==> src/rtl/gate_pass_pkg.sv <==
package gate_pass_pkg;

  // passage phases; IN_* follow an entry, OUT_* an exit, WAIT parks until clear
  typedef enum logic [2:0] {
    GP_IDLE   = 3'd0,
    GP_IN_A   = 3'd1,
    GP_IN_AB  = 3'd2,
    GP_IN_B   = 3'd3,
    GP_OUT_B  = 3'd4,
    GP_OUT_AB = 3'd5,
    GP_OUT_A  = 3'd6,
    GP_WAIT   = 3'd7
  } gp_state_t;

  localparam int GP_LANES    = 2;
  localparam int GP_LANE_IN  = 0;
  localparam int GP_LANE_OUT = 1;

  // sensor pair codes, outer beam in bit 1
  localparam logic [1:0] AB_CLR   = 2'b00;
  localparam logic [1:0] AB_OUTER = 2'b10;
  localparam logic [1:0] AB_BOTH  = 2'b11;
  localparam logic [1:0] AB_INNER = 2'b01;

endpackage

==> src/rtl/gate_pass_next.sv <==
module gate_pass_next
  import gate_pass_pkg::*;
#(
  parameter int LANES = GP_LANES
) (
  input  gp_state_t         st,
  input  logic [1:0]        ab,
  output gp_state_t         nxt,
  output logic [LANES-1:0]  done
);

  always_comb begin
    nxt  = st;
    done = '0;
    unique case (st)
      GP_IDLE: begin
        case (ab)
          AB_OUTER: nxt = GP_IN_A;
          AB_INNER: nxt = GP_OUT_B;
          AB_BOTH:  nxt = GP_WAIT;
          default:  nxt = GP_IDLE;
        endcase
      end
      GP_IN_A: begin
        case (ab)
          AB_BOTH:  nxt = GP_IN_AB;
          AB_CLR:   nxt = GP_IDLE;
          AB_INNER: nxt = GP_WAIT;
          default:  nxt = GP_IN_A;
        endcase
      end
      GP_IN_AB: begin
        case (ab)
          AB_INNER: nxt = GP_IN_B;
          AB_OUTER: nxt = GP_IN_A;
          AB_CLR:   nxt = GP_IDLE;
          default:  nxt = GP_IN_AB;
        endcase
      end
      GP_IN_B: begin
        case (ab)
          AB_CLR: begin
            nxt              = GP_IDLE;
            done[GP_LANE_IN] = 1'b1;
          end
          AB_BOTH:  nxt = GP_IN_AB;
          AB_OUTER: nxt = GP_WAIT;
          default:  nxt = GP_IN_B;
        endcase
      end
      GP_OUT_B: begin
        case (ab)
          AB_BOTH:  nxt = GP_OUT_AB;
          AB_CLR:   nxt = GP_IDLE;
          AB_OUTER: nxt = GP_WAIT;
          default:  nxt = GP_OUT_B;
        endcase
      end
      GP_OUT_AB: begin
        case (ab)
          AB_OUTER: nxt = GP_OUT_A;
          AB_INNER: nxt = GP_OUT_B;
          AB_CLR:   nxt = GP_IDLE;
          default:  nxt = GP_OUT_AB;
        endcase
      end
      GP_OUT_A: begin
        case (ab)
          AB_CLR: begin
            nxt               = GP_IDLE;
            done[GP_LANE_OUT] = 1'b1;
          end
          AB_BOTH:  nxt = GP_OUT_AB;
          AB_INNER: nxt = GP_WAIT;
          default:  nxt = GP_OUT_A;
        endcase
      end
      default: begin
        nxt = (ab == AB_CLR) ? GP_IDLE : GP_WAIT;
      end
    endcase
  end

endmodule

==> src/rtl/gate_state_reg.sv <==
module gate_state_reg
  import gate_pass_pkg::*;
#(
  parameter gp_state_t RESET_STATE = GP_IDLE
) (
  input  logic      clk,
  input  logic      rst,
  input  gp_state_t nxt,
  output gp_state_t st
);

  always_ff @(posedge clk) begin
    if (rst) st <= RESET_STATE;
    else     st <= nxt;
  end

endmodule

==> src/rtl/gate_pulse_reg.sv <==
module gate_pulse_reg #(
  parameter int LANES = 2
) (
  input  logic             clk,
  input  logic             rst,
  input  logic [LANES-1:0] fire,
  output logic [LANES-1:0] pulse
);

  for (genvar i = 0; i < LANES; i++) begin : g_lane
    always_ff @(posedge clk) begin
      if (rst) pulse[i] <= 1'b0;
      else     pulse[i] <= fire[i];
    end
  end

endmodule

==> src/rtl/gate_pass_detector.sv <==
module gate_pass_detector
  import gate_pass_pkg::*;
(
  input  logic clk,
  input  logic rst,
  input  logic sens_outer,
  input  logic sens_inner,
  output logic car_in,
  output logic car_out
);

  localparam int LANES = GP_LANES;

  gp_state_t        st_q;
  gp_state_t        st_d;
  logic [LANES-1:0] fire;
  logic [LANES-1:0] pulse;
  logic [1:0]       ab;

  assign ab = {sens_outer, sens_inner};

  gate_pass_next #(.LANES(LANES)) u_next (
    .st   (st_q),
    .ab   (ab),
    .nxt  (st_d),
    .done (fire)
  );

  gate_state_reg #(.RESET_STATE(GP_IDLE)) u_state (
    .clk (clk),
    .rst (rst),
    .nxt (st_d),
    .st  (st_q)
  );

  gate_pulse_reg #(.LANES(LANES)) u_pulse (
    .clk   (clk),
    .rst   (rst),
    .fire  (fire),
    .pulse (pulse)
  );

  assign car_in  = pulse[GP_LANE_IN];
  assign car_out = pulse[GP_LANE_OUT];

endmodule

==> config.mk <==
export PLATFORM = sky130hd
export DESIGN_NAME = gate_pass_detector
export DESIGN_NICKNAME = d
export VERILOG_FILES = /design/src/rtl/gate_pass_pkg.sv /design/src/rtl/gate_pass_next.sv /design/src/rtl/gate_state_reg.sv /design/src/rtl/gate_pulse_reg.sv /design/src/rtl/gate_pass_detector.sv
export SDC_FILE = /design/constraint.sdc
export NUM_CORES = 1
export LEC_CHECK = 0
export BUFFER_PORTS_ARGS = -buffer_cell sky130_fd_sc_hd__buf_2
export CORE_AREA = 2 2 39 41
export DETAILED_ROUTE_END_ITERATION = 7
export DIE_AREA = 0 0 41 43
export PLACE_DENSITY = 0.58
export SLEW_MARGIN = 20
export SYNTH_ARGS = -nofsm -noshare
export SYNTH_HDL_FRONTEND = slang
export SYNTH_HIERARCHICAL = 1
export SYNTH_SLANG_ARGS = --single-unit
==> constraint.sdc <==
create_clock -name clk -period 3.3 [get_ports clk]
set_input_delay 0.66 -clock clk [delete_from_list [all_inputs] [get_ports clk]]
set_output_delay 0.66 -clock clk [all_outputs]
set_load 0.01 [all_outputs]
==> results_dict.tcl <==
set metrics [dict create \
    ctsHoldBuffers 0 \
    min_path_type "in -> reg" \
    max-slew-margin-rel_pct 74.2 \
    fmax_mhz 624 \
    period_needed_ns 1.60 \
    post_cts_resize_count 0 \
    drt_iter0_markers 1 \
    critPathMostFrequentCell "inv_1" \
    syn_nets 55 \
    n_antenna_cell 0 \
    avgSynthCellArea_um2 9.18 \
    synth_adder_area_share_pct 21.7 \
    async_flop_share_pct 0 \
    synth_ff_type "dfxtp_1" \
    synth-compound-area-share_pct 19.5 \
    synthXorXnorAreaFrac_pct 0 \
    grt.met3_usage_pct 0 \
    cpPeakStageDelay_ns 0.37 \
    synth.distinct_cells 25 \
    groute.usage.overall_pct 10.6 \
    synthTopCellsByArea "dfxtp_1, ha_1, nor2b_1, a211o_1, nor3b_1" \
    port_buffers 5 \
    start_kind "input port" \
    dpl.cell_count 63 \
    ir_drop_mv 0.109 \
    crit_chain "buf_2 -> inv_1 -> ha_1 -> inv_1 -> or3_1 -> nand4_1 -> nor2b_1" \
    grt_pass1_wl_mm 1.26 \
    yosys-mux-area-fraction_pct 2.48 \
    synth_enable_flop_cells 0 \
    path_buf_inv 3 \
    drt_first_pass_iters 4 \
    antenna_found_initial 0 \
    p_leak_uw 0.000211 \
    drcViolationCount 0 \
    cts.htree.levels 1 \
    synth_common_cells "ha_1, dfxtp_1, nor2b_1" \
    synth_top_family_by_area "simple AND/OR/NAND/NOR gates" \
    cp_max_fo 5 \
    placementRows 14 \
    core_um2 1380 \
    clock_path_buffers 2 \
    place_congestion 0.713 \
    wl_per_cell_um 11.0 \
    worst_pin_slew_ns 0.386 \
    worst_ep_required_time_ns 3.48 \
    clock-sinks 5 \
    clk_latency_ns 0.24 \
    cts_root_buffer "clkbuf_4" \
    period_share_pct 48.6 \
    cts_buffers 3 \
    routed_wl_um 734 \
    die_w_um 41 \
    ant_nets 0 \
    drv_slew 0 \
    status "complete, no violations" \
    synth.yosys.warnings 6 \
    critPathSlowestCell "or3_1" \
    maxCapViolations 0 \
    grt_pass1_vias 332 \
    critPathKind "in -> reg" \
    grtUsageMet1_pct 11.8 \
    setup_tns_ns 0 \
    yosysTopAreaCell "dfxtp_1" \
    dp_hpwl_um 500 \
    cellPowerDensity_nw_per_um2 411 \
    routed_via_density 5.27 \
    synth.most_common_cell "ha_1" \
    use_met2_pct 16.9 \
    vias 353 \
    final-setup-viol-count 0 \
    cpLargestDelayFamily "simple AND/OR/NAND/NOR gates" \
    clk_pin_slew_ns 0.04 \
    netlist_instances 44 \
    place_ws_ns 1.44 \
    initial_core_util_pct 29.2 \
    setup_slack_ns 1.70 \
    overflow 0 \
    tritoncts "built" \
    seq_area_frac_synth_pct 24.8 \
    grt_max_degree 13 \
    rsz0062_at_grt "false" \
    layout-drive-gt1-share_pct 17.6 \
    post-cts-setup-buffers 0 \
    synth_area_um2 404 \
    final_cells 67 \
    die_h_um 43 \
    synth_seq_cells 5 \
    die_area_um2 1760 \
    finalHoldViolCount 0 \
    end_kind "flip-flop" \
    syn2layout_area_growth_pct 13.6 \
    worstPathArrival_ns 1.78 \
    yosysTopAreaCellShare_pct 24.8 \
    fin_worst_skew_ns 0.00401 \
    final_nets 63 \
    post_synth_and_or_nand_nor_area_fraction_pct 24.8 \
    ios 6 \
    grt-busiest-layer "met2" \
]
-- per-stage QoR --
stage / instance area, µm² / hold WS, ns / util [%] / power, µW
2_1_floorplan: 404 / 0.636 / - / 112
3_3_place_gp: 433 / 0.721 / 31.3 / 119
3_5_place_dp: 433 / 0.715 / 31.3 / 119
4_1_cts: 459 / 0.640 / 33.2 / 193
5_1_grt: 459 / 0.648 / 33.2 / 204
6_report: 459 / 0.655 / 33.2 / 189
-- state kept, by name, indices dropped and copies added, names as in the netlist --
name,cells
u_state/st,3
u_pulse/pulse,2
-- routing by layer --
layer | share of wire (%) | vias up
met5 | 0 | -
met4 | 0 | 0
met2 | 49 | 10
met1 | 47 | 170
li1 | - | 173
met3 | 3.7 | 0
-- power by group --
| group | switching (µW) | total [µW] | leakage (µW) | internal (µW) |
|---|---|---|---|---|
| registers | 12.9 | 78.8 | 0.0000410 | 65.9 |
| clock network | 24.0 | 69.7 | 0.0000150 | 45.6 |
| logic | 17.7 | 40.4 | 0.000155 | 22.8 |
| total | 54.6 | 189 | 0.000211 | 134 |
-- worst paths after layout --
path                       from             to  slack (ns)  depth (start not counted)
setup / recovery     sens_inner  u_state/st[0]        1.70                          7
hold / removal              rst  u_state/st[0]        0.65                          2
setup reg to reg  u_state/st[2]  u_state/st[1]        1.99                          4
hold reg to reg   u_state/st[1]  u_state/st[1]        0.74                          2
-- layout by cell type, fill, tap and decap left out, types with 2 or more instances in the layout --
cell type  n
ha_1       7
buf_2      5
nor2b_1    5
dfxtp_1    5
clkbuf_4   3
inv_1      3
a211o_1    2
a21oi_1    2
nor3b_1    2
-- cell type report --
cell class,instances,area (µm²)
Clock buffer,4,26.3
Multi-Input combinational cell,34,277
Inverter,3,11.3
Timing Repair Buffer,5,25.0
Sequential cell,5,100
Tap cell,16,20.0
Fill cell,152,925
-- logic make-up after synthesis --
logic type / after synthesis
adder cells (fa/ha/maj): 7
flip-flops: 5
buffers and inverters: 5
AO/OA/AOI/OAI: 11
multiplexers: 1
AND/OR/NAND/NOR: 15
(Power assumes the default switching activity.)
